File: src/rtl/pic_pkg.sv
package pic_pkg;
    parameter int PRI_W  = 4;
    parameter int VEC_W  = 8;
    parameter int DATA_W = 32;
    parameter int ADDR_W = 8;
    parameter int PIC_VERSION = 2;

    localparam int PRI_LSB   = 8;
    localparam int POL_BIT   = 16;
    localparam int SENSE_BIT = 17;
    localparam int ACT_BIT   = 30;
    localparam int MASK_BIT  = 31;

    localparam logic [1:0] RGN_GLOBAL = 2'd0;
    localparam logic [1:0] RGN_SRC    = 2'd1;
    localparam logic [1:0] RGN_CPU    = 2'd2;

    localparam logic [1:0] CPU_TPRI = 2'd0;
    localparam logic [1:0] CPU_ACK  = 2'd1;
    localparam logic [1:0] CPU_EOI  = 2'd2;

    typedef struct packed {
        logic             mask;
        logic             sense;
        logic             pol;
        logic [PRI_W-1:0] pri;
        logic [VEC_W-1:0] vec;
    } src_cfg_t;
endpackage

File: src/rtl/pic_src_cell.sv
module pic_src_cell (
    input  logic clk,
    input  logic rst_n,
    input  logic raw_i,
    input  logic pol_i,
    input  logic sense_i,
    input  logic ack_clr_i,
    output logic pending_o
);
    typedef struct packed {
        logic raw;
        logic prev;
        logic latch;
    } cell_t;

    cell_t cell_d, cell_q;
    logic  edge_hit;

    always_comb begin
        edge_hit     = pol_i ? (cell_q.raw & ~cell_q.prev) : (~cell_q.raw & cell_q.prev);
        cell_d.raw   = raw_i;
        cell_d.prev  = cell_q.raw;
        cell_d.latch = sense_i ? 1'b0 : ((cell_q.latch & ~ack_clr_i) | edge_hit);
        pending_o    = sense_i ? (cell_q.raw == pol_i) : cell_q.latch;
    end

    always_ff @(posedge clk) begin
        if (!rst_n) cell_q <= '0;
        else        cell_q <= cell_d;
    end

    // an edge latch holds until acknowledged
    a_r10_edge_sticky: assert property (@(posedge clk) disable iff (!rst_n)
        (!sense_i && !ack_clr_i && cell_q.latch) |=> cell_q.latch);
endmodule

File: src/rtl/pic_arbiter.sv
module pic_arbiter #(
    parameter int NUM_SRC = 4,
    parameter int PRI_W   = 4,
    localparam int IDX_W  = (NUM_SRC > 1) ? $clog2(NUM_SRC) : 1
) (
    input  logic [NUM_SRC-1:0]            cand_i,
    input  logic [NUM_SRC-1:0][PRI_W-1:0] pri_i,
    output logic                          found_o,
    output logic [IDX_W-1:0]              idx_o,
    output logic [PRI_W-1:0]              pri_o
);
    // scan downwards with >= so the lowest index wins a tie
    always_comb begin
        found_o = 1'b0;
        idx_o   = '0;
        pri_o   = '0;
        for (int i = NUM_SRC - 1; i >= 0; i--) begin
            if (cand_i[i] && (!found_o || pri_i[i] >= pri_o)) begin
                found_o = 1'b1;
                idx_o   = IDX_W'(i);
                pri_o   = pri_i[i];
            end
        end
    end
endmodule

File: src/rtl/pic_core.sv
module pic_core
    import pic_pkg::*;
#(
    parameter int NUM_SRC = 4,
    parameter int NUM_CPU = 2,
    parameter logic [VEC_W-1:0] SPUR_RESET = 8'hFF
) (
    input  logic                clk,
    input  logic                rst_n,
    input  logic [NUM_SRC-1:0]  src_i,
    input  logic                bus_wr_i,
    input  logic                bus_rd_i,
    input  logic [ADDR_W-1:0]   bus_addr_i,
    input  logic [DATA_W-1:0]   bus_wdata_i,
    output logic [DATA_W-1:0]   bus_rdata_o,
    output logic [NUM_CPU-1:0]  irq_o
);
    localparam int SRC_IW = (NUM_SRC > 1) ? $clog2(NUM_SRC) : 1;
    localparam int CPU_IW = (NUM_CPU > 1) ? $clog2(NUM_CPU) : 1;
    localparam logic [4:0] NUM_SRC_L = 5'(NUM_SRC);
    localparam logic [3:0] NUM_CPU_L = 4'(NUM_CPU);

    typedef struct packed {
        src_cfg_t [NUM_SRC-1:0]              cfg;
        logic [NUM_SRC-1:0][NUM_CPU-1:0]     dest;
        logic [NUM_CPU-1:0][PRI_W-1:0]       tpri;
        logic [NUM_CPU-1:0][NUM_SRC-1:0]     isr;
        logic [VEC_W-1:0]                    spur;
        logic [DATA_W-1:0]                   rdata;
    } state_t;

    state_t st_d, st_q;

    // address decode
    logic [1:0]        rgn;
    logic [4:0]        s_full;
    logic [3:0]        c_full;
    logic              s_ok, c_ok, s_sel;
    logic [SRC_IW-1:0] s_idx;
    logic [CPU_IW-1:0] c_idx;
    logic [1:0]        c_fn;

    assign rgn    = bus_addr_i[7:6];
    assign s_full = bus_addr_i[5:1];
    assign s_sel  = bus_addr_i[0];
    assign c_full = bus_addr_i[5:2];
    assign c_fn   = bus_addr_i[1:0];
    assign s_ok   = s_full < NUM_SRC_L;
    assign c_ok   = c_full < NUM_CPU_L;
    assign s_idx  = s_full[SRC_IW-1:0];
    assign c_idx  = c_full[CPU_IW-1:0];

    logic [NUM_SRC-1:0]              pending, busy, ack_clr;
    logic [NUM_SRC-1:0][PRI_W-1:0]   src_pri;
    logic [NUM_CPU-1:0][NUM_SRC-1:0] cand;
    logic [NUM_CPU-1:0]              best_found, srv_found, grant;
    logic [NUM_CPU-1:0][SRC_IW-1:0]  best_idx, srv_idx;
    logic [NUM_CPU-1:0][PRI_W-1:0]   best_pri, srv_pri;
    logic [NUM_CPU-1:0]              ack_rd, ack_fire, eoi_fire;

    for (genvar s = 0; s < NUM_SRC; s++) begin : g_src
        pic_src_cell u_cell (
            .clk      (clk),
            .rst_n    (rst_n),
            .raw_i    (src_i[s]),
            .pol_i    (st_q.cfg[s].pol),
            .sense_i  (st_q.cfg[s].sense),
            .ack_clr_i(ack_clr[s]),
            .pending_o(pending[s])
        );
        assign src_pri[s] = st_q.cfg[s].pri;
        always_comb begin
            busy[s] = 1'b0;
            for (int c = 0; c < NUM_CPU; c++) busy[s] = busy[s] | st_q.isr[c][s];
        end
    end

    for (genvar c = 0; c < NUM_CPU; c++) begin : g_cpu
        for (genvar s = 0; s < NUM_SRC; s++) begin : g_cand
            assign cand[c][s] = pending[s] & ~st_q.cfg[s].mask & st_q.dest[s][c] & ~busy[s];
        end
        pic_arbiter #(.NUM_SRC(NUM_SRC), .PRI_W(PRI_W)) u_pick (
            .cand_i (cand[c]), .pri_i(src_pri),
            .found_o(best_found[c]), .idx_o(best_idx[c]), .pri_o(best_pri[c])
        );
        pic_arbiter #(.NUM_SRC(NUM_SRC), .PRI_W(PRI_W)) u_srv (
            .cand_i (st_q.isr[c]), .pri_i(src_pri),
            .found_o(srv_found[c]), .idx_o(srv_idx[c]), .pri_o(srv_pri[c])
        );
        assign grant[c] = best_found[c] && (best_pri[c] > st_q.tpri[c])
                       && (!srv_found[c] || best_pri[c] > srv_pri[c]);
    end

    assign irq_o = grant;

    // acknowledge / end-of-interrupt strobes
    always_comb begin
        ack_clr = '0;
        for (int c = 0; c < NUM_CPU; c++) begin
            ack_rd[c]   = bus_rd_i && rgn == RGN_CPU && c_ok && c_idx == CPU_IW'(c) && c_fn == CPU_ACK;
            ack_fire[c] = ack_rd[c] && grant[c];
            eoi_fire[c] = bus_wr_i && rgn == RGN_CPU && c_ok && c_idx == CPU_IW'(c)
                       && c_fn == CPU_EOI && bus_wdata_i == '0 && srv_found[c];
            for (int s = 0; s < NUM_SRC; s++)
                if (ack_fire[c] && best_idx[c] == SRC_IW'(s)) ack_clr[s] = 1'b1;
        end
    end

    always_comb begin
        logic [DATA_W-1:0] rd_word;
        st_d    = st_q;
        rd_word = '0;
        unique case (rgn)
            RGN_GLOBAL: begin
                if (bus_addr_i[5:0] == 6'd0) begin
                    rd_word[7:0]   = 8'(PIC_VERSION);
                    rd_word[15:8]  = 8'(NUM_SRC - 1);
                    rd_word[23:16] = 8'(NUM_CPU - 1);
                end else if (bus_addr_i[5:0] == 6'd1) begin
                    rd_word[VEC_W-1:0] = st_q.spur;
                end
            end
            RGN_SRC: if (s_ok) begin
                if (s_sel) rd_word[NUM_CPU-1:0] = st_q.dest[s_idx];
                else begin
                    rd_word[VEC_W-1:0]         = st_q.cfg[s_idx].vec;
                    rd_word[PRI_LSB +: PRI_W]  = st_q.cfg[s_idx].pri;
                    rd_word[POL_BIT]           = st_q.cfg[s_idx].pol;
                    rd_word[SENSE_BIT]         = st_q.cfg[s_idx].sense;
                    rd_word[ACT_BIT]           = pending[s_idx] | busy[s_idx];
                    rd_word[MASK_BIT]          = st_q.cfg[s_idx].mask;
                end
            end
            RGN_CPU: if (c_ok) begin
                if (c_fn == CPU_TPRI) rd_word[PRI_W-1:0] = st_q.tpri[c_idx];
                else if (c_fn == CPU_ACK)
                    rd_word[VEC_W-1:0] = grant[c_idx] ? st_q.cfg[best_idx[c_idx]].vec : st_q.spur;
            end
            default: rd_word = '0;
        endcase
        if (bus_rd_i) st_d.rdata = rd_word;

        if (bus_wr_i) begin
            if (rgn == RGN_GLOBAL && bus_addr_i[5:0] == 6'd1)
                st_d.spur = bus_wdata_i[VEC_W-1:0];
            if (rgn == RGN_SRC && s_ok) begin
                if (s_sel) st_d.dest[s_idx] = bus_wdata_i[NUM_CPU-1:0];
                else begin
                    st_d.cfg[s_idx].vec   = bus_wdata_i[VEC_W-1:0];
                    st_d.cfg[s_idx].pri   = bus_wdata_i[PRI_LSB +: PRI_W];
                    st_d.cfg[s_idx].pol   = bus_wdata_i[POL_BIT];
                    st_d.cfg[s_idx].sense = bus_wdata_i[SENSE_BIT];
                    st_d.cfg[s_idx].mask  = bus_wdata_i[MASK_BIT];
                end
            end
            if (rgn == RGN_CPU && c_ok && c_fn == CPU_TPRI)
                st_d.tpri[c_idx] = bus_wdata_i[PRI_W-1:0];
        end

        for (int c = 0; c < NUM_CPU; c++) begin
            if (ack_fire[c]) st_d.isr[c][best_idx[c]] = 1'b1;
            if (eoi_fire[c]) st_d.isr[c][srv_idx[c]]  = 1'b0;
        end
    end

    always_ff @(posedge clk) begin
        if (!rst_n) begin
            st_q       <= '0;
            st_q.spur  <= SPUR_RESET;
            for (int s = 0; s < NUM_SRC; s++) st_q.cfg[s].mask <= 1'b1;
            for (int c = 0; c < NUM_CPU; c++) st_q.tpri[c]     <= '1;
        end else begin
            st_q <= st_d;
        end
    end

    assign bus_rdata_o = st_q.rdata;

    for (genvar c = 0; c < NUM_CPU; c++) begin : g_chk
        // acknowledge with no request returns the spurious vector
        a_r8_spurious_ack: assert property (@(posedge clk) disable iff (!rst_n)
            (ack_rd[c] && !irq_o[c]) |=> bus_rdata_o == DATA_W'(st_q.spur));
        // a granted acknowledge adds exactly one in-service source
        a_r8_ack_enters_service: assert property (@(posedge clk) disable iff (!rst_n)
            (ack_rd[c] && irq_o[c]) |=> $countones(st_q.isr[c]) == $countones($past(st_q.isr[c])) + 1);
        // end-of-interrupt retires exactly one in-service source
        a_r9_eoi_retires_one: assert property (@(posedge clk) disable iff (!rst_n)
            (bus_wr_i && rgn == RGN_CPU && c_ok && c_idx == CPU_IW'(c) && c_fn == CPU_EOI
             && bus_wdata_i == '0 && st_q.isr[c] != '0)
            |=> $countones(st_q.isr[c]) == $countones($past(st_q.isr[c])) - 1);
        // maximum task priority silences the processor
        a_r6_task_max_quiet: assert property (@(posedge clk) disable iff (!rst_n)
            (st_q.tpri[c] == '1) |-> !irq_o[c]);
    end
endmodule

File: config.mk
export PLATFORM = sky130hd
export DESIGN_NAME = pic_core
export DESIGN_NICKNAME = d
export VERILOG_FILES = /design/src/rtl/pic_pkg.sv /design/src/rtl/pic_src_cell.sv /design/src/rtl/pic_arbiter.sv /design/src/rtl/pic_core.sv
export SDC_FILE = /design/constraint.sdc
export NUM_CORES = 1
export LEC_CHECK = 0
export ABC_AREA = 0
export BUFFER_PORTS_ARGS = -buffer_cell sky130_fd_sc_hd__buf_2
export CORE_MARGIN = 5
export CORE_UTILIZATION = 35
export DETAILED_ROUTE_END_ITERATION = 8
export PLACE_DENSITY = 0.55
export SYNTH_ARGS = -nofsm -noshare
export SYNTH_HDL_FRONTEND = slang
export SYNTH_HIERARCHICAL = 1
export SYNTH_SLANG_ARGS = --single-unit
File: constraint.sdc
create_clock -name clk -period 6.2 [get_ports clk]
set_clock_uncertainty 0.05 [all_clocks]
set_input_delay 0.31 -clock clk [delete_from_list [all_inputs] [get_ports clk]]
set_output_delay 0.31 -clock clk [all_outputs]
set_load 0.02 [all_outputs]
### After elaboration in Yosys (flattened, before gate mapping)

Index checks and enable logic that the tools add are counted.

| storage, ports and cells | value |
|---|---|
| register bits after elaboration | 130 |
| output and inout port bits | 34 |
| input port bits | 48 |
| word-level logic and storage cells | 386 |

| cells by class | value |
|---|---|
| equality and inequality tests | 15 |
| reduce and logical (&&, ||, !) cells | 94 |
| muxes and demuxes | 134 |
| bitwise logic cells | 70 |
| magnitude comparators | 31 |

Operators by type and width:

| operator | number |
|---|---|
| $bwmux 60 | 5 |
| $demux 15 s2 | 5 |
| $mux 4 | 26 |
| $bmux 15 s2 | 2 |
| $mux 8 | 7 |
| $logic_and 1x1->1 | 52 |
| $mux 2 | 26 |
| $ge 4x4->1 | 12 |
| $mux 1 | 40 |
| $and 1x1->1 | 32 |
| $logic_not 32->1 | 1 |
| $mux 15 | 2 |
| $mux 12 | 2 |
| $pmux 8 s3 | 1 |
| $not 1->1 | 23 |
| $lt 2x3->1 const B | 6 |
| $bwmux 8 | 2 |
| $gt 4x4->1 | 4 |
| $logic_not 1->1 | 14 |
| $logic_or 1x1->1 | 14 |
| $mux 14 | 1 |
| $mux 13 | 1 |
| $eq 2x2->1 const B | 6 |
| $ge 2x1->1 const B | 5 |
| other kinds (26) | 55 |

### Depth between registers and ports, before layout

Gate-level depths: netlist (run 1).

| depth | value |
|---|---|
| depth after elaboration | 28 |
| mapped depth | 35 |
| gate-level depth less buffers | 33 |

### Hierarchy

The synthesis (run 1) kept the hierarchy.

By module, submodules not included:

| module | times used | seq. area each (um2) | area each (um2) | cells each |
|---|---|---|---|---|
| pic_core | 1 | 2162.1 | 5865.6 | 620 |
| pic_arbiter | 4 | 0.0 | 573.0 | 74 |
| pic_src_cell | 4 | 60.1 | 127.6 | 12 |

### Worst setup path before layout (run 1)

Ideal clock, no wire load.

| path | value |
|---|---|
| path kind | register to register |
| from | register st_q[121] (netlist bit) |
| to | register g_src[1].u_cell/cell_q[0] (netlist bit) |
| clock period less this slack | 6.661 ns |
| buffers on the path | 2 |
| stages on the path, launching flop included | 34 |
| required time | 6.023 ns |
| data arrival time | 6.484 ns |
| setup slack | -0.461 ns |
| library setup time | 0.127 ns |
| cells stage by stage | dfxtp_1 -> xnor2_1 -> mux2_2 -> nor4b_1 -> and2_1 -> buf_6 -> and2_1 -> ha_1 -> nor3b_1 -> nor2_1 -> o21ai_2 -> mux2_2 -> ha_1 -> a21oi_1 -> o21ai_0 -> a31oi_4 -> buf_6 -> nor2_1 -> a21o_1 -> ha_1 -> nand2_1 -> o21ai_1 -> a31oi_4 -> and2_4 -> a211oi_1 -> ha_1 -> nand4_1 -> o211ai_1 -> a21oi_1 -> nand2_1 -> or4b_2 -> o21ai_0 -> nand2b_1 -> a311oi_1 |

RTL lines:

| item | line | text |
|---|---|---|
| start, declared | pic_core.sv:32 | `state_t st_d, st_q;` |
| start signal, assigned | pic_core.sv:173 | `st_q <= st_d;` |
| end signal, assigned | pic_src_cell.sv:29 | `else cell_q <= cell_d;` |
| end, declared | pic_src_cell.sv:16 | `cell_t cell_d, cell_q;` |

==> out/results.tsv, run 1 <==
stage	metric	value	unit
status	outcome	finished, violations left	
status	violations	negative setup slack	
routing	vias	7762	
routing	drt_wl_total	27830	um
floorplanning	initial_core_util	0.3564	
worst_setup_path	worstRegToRegCells	34	
timing	setup_viol	19	
worst_setup_path	ff2ff_setup_slack	-0.30	ns
global_route	antenna_found_initial	1	
routing	dr.pass1.iters	5	
floorplanning	die_h	167.4	um
worst_setup_path	crit_arrival	6.16	ns
worst_setup_path	end_kind	output port	
placed_design	io_buffer_count	65	
global_route	grt_pass1_vias	7710	
clocking	cts_sinks	120	
routing	wl_per_cell	19.19	um
global_route	use_met3	0.03230	
floorplanning	rows	57	
power	p_leak	4.893	nW
yosys	synth-seq-cells	120	
worst_setup_path	worst_setup_path_start_kind	flop	
layout	fin_nets	1225	
power	power	0.001882	W
yosys	syn_area	8668	um^2
clocking	clockRootBuffer	clkbuf_16	
yosys	synthCells	964	
global_route	grt_pass1_wl	43610	um
clocking	clkLatencyLatePin	0.43	ns
floorplanning	core	24320	um^2
clocking	cts_tree	yes	
yosys	synth_edf_count	0	
timing	finalCriticalPeriod	6.523	ns
clocking	cts_htree_levels	4	
power	powerDensity	166.4	nW/um^2
global_route	grt.met1_usage	0.2580	
global_route	grt_overflow	0	
clocking	cts.clk_slew.worst_paths	0.06	ns
placed_design	post-place-ws	-0.6055	ns
worst_setup_path	path_class	reg2out	
power	ir_drop	0.2061	mV
global_route	grt_use_met2	0.3303	
timing	report.final.slew_viol_count	0	
yosys	async_flop_share	0	
timing	worst_pin_slew	1.187	ns
floorplanning	die_x	167.4	um
placed_design	gp_congestion	0.8572	
yosys	synth-warning-count	6	
yosys	ys.flop_type	dfxtp_1	
global_route	grt.busiest_layer	met2	
layout	seq_area	2405	um^2
floorplanning	dieArea	28010	um^2
yosys	ys_top_cells_by_area	dfxtp_1 (28%), mux2i_1 (9.9%), ha_1 (9.2%), mux4_2 (6.5%), nor2_1 (4.9%)	
routing	initialDrtViolationCount	460	
worst_setup_path	required	5.84	ns
routing	final_antenna_net_count	0	
run	maxCapViolCount	0	
timing	slew_headroom	0.2089	
routing	viasPerCell	5.353	
layout	antennaDiodeCount	0	
clocking	cts_buffers	17	
yosys	synth_top_area_share	0.2771	
timing	whs	0.03795	ns
placed_design	dp_hpwl	19660	um
clocking	clockBufferDepth	2	
worst_setup_path	critical_path.slowest_cell	dfxtp_2	
yosys	synth_area_per_cell	8.992	um^2
floorplanning	num_io_pins	82	
global_route	grt_usage	0.1956	
worst_setup_path	crit_path_frequent_cell	buf_6	
global_route	grt_start_max_net_pins	73	
layout	drive_gt1_frac	0.3481	
yosys	seq_area_frac_synth	0.2771	
timing	tns	-2.821	ns
layout	area_growth_syn_to_layout	30.46	%
layout	multi_input_area	6360	um^2
timing	rsz0062_at_grt	true	
layout	fin_util	0.4650	
worst_setup_path	max_stage_delay	0.33	ns
timing	post-route-period-util	1.052	
routing	drc	0	
timing	fmax	0.1533	GHz
clocking	postCtsHoldBufs	0	
layout	fillers	2306	
timing	worst_slack	-0.3228	ns
worst_setup_path	path_max_fanout	6	
hold_path	hold_class	in2reg	
timing	finalHoldViolations	0	
hold_path	min_delay_path_depth	2	
yosys	synth_cell_type_count	71	
yosys	synth_top_cell_by_area	dfxtp_1	
## power breakdown
group          total [W]  leakage [nW]  internal [W]  switching [W]
Sequential      0.000781         0.971      0.000776     0.00000461
Combinational   0.000110          3.63     0.0000352      0.0000743
Clock           0.000991         0.290      0.000543       0.000448
## per-layer routing
| metal | routed length [um] | share of wire |
|---|---|---|
| met1 | 12590 | 0.45 |
| met5 | 9 | 0.00032 |
| met2 | 13360 | 0.48 |
| met3 | 1176 | 0.042 |
| met4 | 688 | 0.025 |
## worst paths after layout
path	endpoint	start
worst max-delay path	irq_o[0]	g_src[3].u_cell/cell_d[1]
worst min-delay path	g_src[1].u_cell/cell_d[1]	src_i[1]
worst max register to register	g_src[1].u_cell/cell_q[0]	g_src[3].u_cell/cell_d[1]
worst min register to register	bus_rdata_o[31]	bus_rdata_o[31]
## cell families after synthesis
| kind of cell | Yosys count | synth area share |
|---|---|---|
| mux | 128 | 0.1863 |
| buf+inv | 132 | 0.07996 |
| compound gates | 170 | 0.1490 |
| flops | 120 | 0.2771 |
| other cells | 1 | 0.0004326 |
| simple gates | 345 | 0.2107 |
| xor+xnor | 4 | 0.004041 |
| fa+ha+maj | 64 | 0.09238 |
## synthesized netlist by cell type (8+ instances only)
cell        n
nand2_1    73
nor4_1     12
buf_6       9
a31oi_1     9
nor3b_1    18
nor2b_1    18
nor2_1    113
mux2i_1    86
o21ai_0    23
clkbuf_1   23
inv_1      58
buf_4      33
nand3_1    22
nand3b_1    9
and2_1     21
o211ai_1    8
mux2_2     17
mux4_2     25
a211oi_1   18
a21oi_1    35
dfxtp_1   120
a21o_1     13
a31oi_4     8
ha_1       64
## sequential cells by signal (all words and copies together), names as in the netlist
name	flops
g_src.u_cell/cell_q	8
src_pri	16
bus_rdata_o	16
st_q	76
g_src.u_cell/cell_d	4
## cell type report
| class | count | share of cell area |
|---|---|---|
| multi-input cells | 729 | 0.5624 |
| clock inverters | 15 | 0.01461 |
| clock buffers | 17 | 0.03762 |
| well taps | 324 | 0.03585 |
| inverters | 59 | 0.01958 |
| flip-flops and latches | 120 | 0.2127 |
| repair buffers | 186 | 0.1173 |
## timing repair
| item | 4_1_cts | 5_1_grt |
|---|---|---|
| pin swaps | 69 | 55 |
| setup endpoints to repair | 21 | 22 |
| resized for setup | 95 | 34 |
| gates cloned | 2 | 0 |
| setup buffers | 23 | 6 |
## layout by cell type (no fill, tap or decap), types with 16 or more instances in the layout
master     count
dfxtp_1      118
nor2_1       110
buf_4        102
mux2i_1       85
nand2_1       67
buf_2         63
inv_1         56
ha_1          52
a21oi_1       29
mux4_2        25
nand3_1       21
buf_6         20
and2_1        17
o21ai_0       17
clkbuf_16     17
conb_1        16
## worst max-delay path, delay by kind of cell (launching register included)
kind | cells | cell delay (ns)
AOI/OAI and AO/OA | 8 | 1.42
adders and majority gates | 4 | 0.95
xor gates and xnor gates | 1 | 0.13
and+or+nand+nor | 10 | 1.61
muxes | 2 | 0.47
buffers and inverters | 7 | 0.78
DFF | 1 | 0.33
## per-stage QoR
| stage | cell area [um^2] | std cells |
|---|---|---|
| after CTS | 11110 | 1446 |
| after global placement | 9857 | 1395 |
| after floorplan | 8835 | 979 |
| final | 11310 | 1450 |
| after detailed placement | 9857 | 1395 |
| after global routing | 11310 | 1450 |
(Power assumes the default switching activity.)
==> inputs of run 2 (changes only) <==
- SYNTH_HIERARCHICAL: 1 -> not set
==> out/results.tsv, run 2 <==
stage	metric	value	unit
worst_setup_path	max_stage_delay	0.54	ns
worst_setup_path	worstRegToRegCells	32	
yosys	yosysMostFrequentCell	nand2_1	
floorplanning	dieArea	27210	um^2
routing	final_antenna_net_count	0	
hold_path	min_from	src_i[2]	
layout	fillers	2275	
yosys	synth-seq-cells	120	
worst_setup_path	path_class	reg2reg	
yosys	ys.flop_type	dfxtp_1	
run	maxCapViolCount	0	
timing	whs	0.04605	ns
clocking	postCtsHoldBufs	0	
worst_setup_path	end_kind	flop	
placed_design	gp_congestion	0.8930	
routing	initialDrtViolationCount	795	
yosys	synth_top_area_share	0.2859	
timing	finalHoldViolations	0	
timing	tns	-11.18	ns
status	outcome	finished, violations left	
timing	setup_viol	22	
layout	largest-register	st_q	
timing	rsz0062_at_grt	true	
yosys	synth-warning-count	0	
yosys	async_flop_share	0	
hold_path	hold_class	in2reg	
clocking	cts_htree_levels	4	
routing	dr.pass1.iters	7	
layout	antennaDiodeCount	0	
yosys	synth_area_per_cell	8.182	um^2
power	p_leak	4.650	nW
global_route	grt_pass1_wl	45770	um
routing	drc	0	
status	violations	negative setup slack	
hold_path	min_delay_path_depth	2	
placed_design	dp_hpwl	22070	um
layout	area_growth_syn_to_layout	36.43	%
worst_setup_path	worst_setup_path_start_kind	flop	
layout	drive_gt1_frac	0.3549	
layout	seq_area	2409	um^2
routing	drt_wl_total	29650	um
timing	finalCriticalPeriod	6.927	ns
worst_setup_path	path_max_fanout	7	
placed_design	io_buffer_count	65	
worst_setup_path	crit-reg2reg-launch	st_q[43]	
routing	vias	8293	
placed_design	post-place-ws	-0.6384	ns
floorplanning	num_io_pins	82	
layout	largest_register_ffs	76	
timing	post-route-period-util	1.117	
routing	wl_per_cell	19.44	um
routing	viasPerCell	5.438	
global_route	grt_start_max_net_pins	78	
yosys	synth.cells.most_frequent	nand2_1 (191), dfxtp_1 (120), a21oi_1 (88)	
worst_setup_path	crit_arrival	7.14	ns
worst_setup_path	crit_path_frequent_cell	nand2b_4	
yosys	synth_cell_type_count	79	
power	powerDensity	167.8	nW/um^2
layout	fin_nets	1305	
yosys	ys_top_cells_by_area	dfxtp_1 (29%), ha_1 (9.5%), nand2_1 (8.5%), mux2i_1 (6.4%), a21oi_1 (5.2%)	
timing	report.final.slew_viol_count	0	
worst_setup_path	required	6.41	ns
yosys	syn_area	8403	um^2
timing	fmax	0.1444	GHz
clocking	cts.clk_slew.worst_paths	0.06	ns
layout	mostFrequentLayoutCell	nand2_1	
yosys	synthCells	1027	
yosys	synth_edf_count	0	
floorplanning	core	23540	um^2
hold_path	hold_end	g_src[2].u_cell.cell_d[1]	
clocking	clockRootBuffer	clkbuf_16	
yosys	seq_area_frac_synth	0.2859	
global_route	grt_usage	0.2182	
layout	fin_util	0.4870	
power	ir_drop	0.1512	mV
clocking	cts_buffers	17	
worst_setup_path	critical_path.slowest_cell	or4b_4	
layout	most-common-layout-cells	nand2_1 (175), buf_4 (132), dfxtp_1 (117), a21oi_1 (74), buf_2 (63)	
timing	slew_headroom	0.1799	
floorplanning	initial_core_util	0.3569	
timing	worst_slack	-0.7272	ns
worst_setup_path	ff2ff_setup_slack	-0.73	ns
floorplanning	die_x	164.9	um
power	power	0.001924	W
clocking	cts_tree	yes	
yosys	synth_top_cell_by_area	dfxtp_1	
global_route	grt_pass1_vias	7995	
clocking	clockBufferDepth	2	
clocking	clkLatencyLatePin	0.43	ns
clocking	cts_sinks	120	
floorplanning	rows	56	
global_route	antenna_found_initial	1	
timing	worst_pin_slew	1.219	ns
layout	multi_input_area	6435	um^2
worst_setup_path	timing.rr.end	g_src[3].u_cell.cell_q[0]	
global_route	grt_overflow	0	
floorplanning	die_h	164.9	um
run 2: timing repair:
item	in CTS	in global routing
gates resized for setup	60	34
setup buffers	26	11
pin swaps	53	27
endpoints found under the setup margin	22	22
run 2: cell families (layout without fill, tap and decap cells):
family                     after synthesis  in the layout  synth area share
and+or+nand+nor                        388            388            0.2178
AOI/OAI and AO/OA                      244            244            0.1906
DFF                                    120            120            0.2859
buffers and inverters                  116            280           0.06954
muxes                                   90             90            0.1353
adders and majority gates               64             64           0.09530
xor gates and xnor gates                 4              4          0.005064
other                                    1             16         0.0004463
run 2: worst max-delay path, delay by kind of cell, from the launching register on:
family | cells | cell delay, ns
flip-flops | 1 | 0.35
multiplexers | 3 | 0.92
AND/OR/NAND/NOR | 10 | 1.99
adder cells (fa/ha/maj) | 4 | 0.89
AO/OA/AOI/OAI | 13 | 2.28
buffers and inverters | 2 | 0.27
run 2: cell type report:
| cell class | count | area share |
|---|---|---|
| Timing Repair Buffer | 209 | 0.1277 |
| Sequential cell | 120 | 0.2101 |
| Clock buffer | 18 | 0.03831 |
| Inverter | 39 | 0.01277 |
| Multi-Input combinational cell | 806 | 0.5613 |
| Clock inverter | 14 | 0.01506 |
| Tap cell | 319 | 0.03481 |
run 2: how the worst max path moves through the flow:
stage / from / endpoint / slack (ns)
after floorplan: st_q[47] / bus_rdata_o[1] / -0.09
after global placement: st_q[43] / g_src[3].u_cell.cell_q[0] / -0.52
after detailed placement: st_q[43] / g_src[3].u_cell.cell_q[0] / -0.64
after CTS: st_q[43] / irq_o[0] / -0.71
after global routing: st_q[43] / g_src[3].u_cell.cell_q[0] / -0.93
final: st_q[43] / g_src[3].u_cell.cell_q[0] / -0.73
run 2: per-layer routing:
layer | up-vias | GRT usage | wire, um
met4 | 2 | 0.05822 | 578
met1 | 3948 | 0.3093 | 13640
li1 | 3982 | - | -
met2 | 317 | 0.3351 | 13130
met3 | 44 | 0.04767 | 2280
met5 | - | 0 | 13
run 2: report_power, final:
| group | switching [W] | internal, W | total, W |
|---|---|---|---|
| clock network | 0.000387 | 0.000645 | 0.00103 |
| registers | 0.00000443 | 0.000776 | 0.000781 |
| logic | 0.0000786 | 0.0000317 | 0.000110 |
run 2: metrics by stage:
stage	std cells	instance area [um^2]
floorplan	1042	9046
global placement	1456	10120
detailed placement	1456	10120
CTS	1514	11220
global route	1525	11460
finish	1525	11460
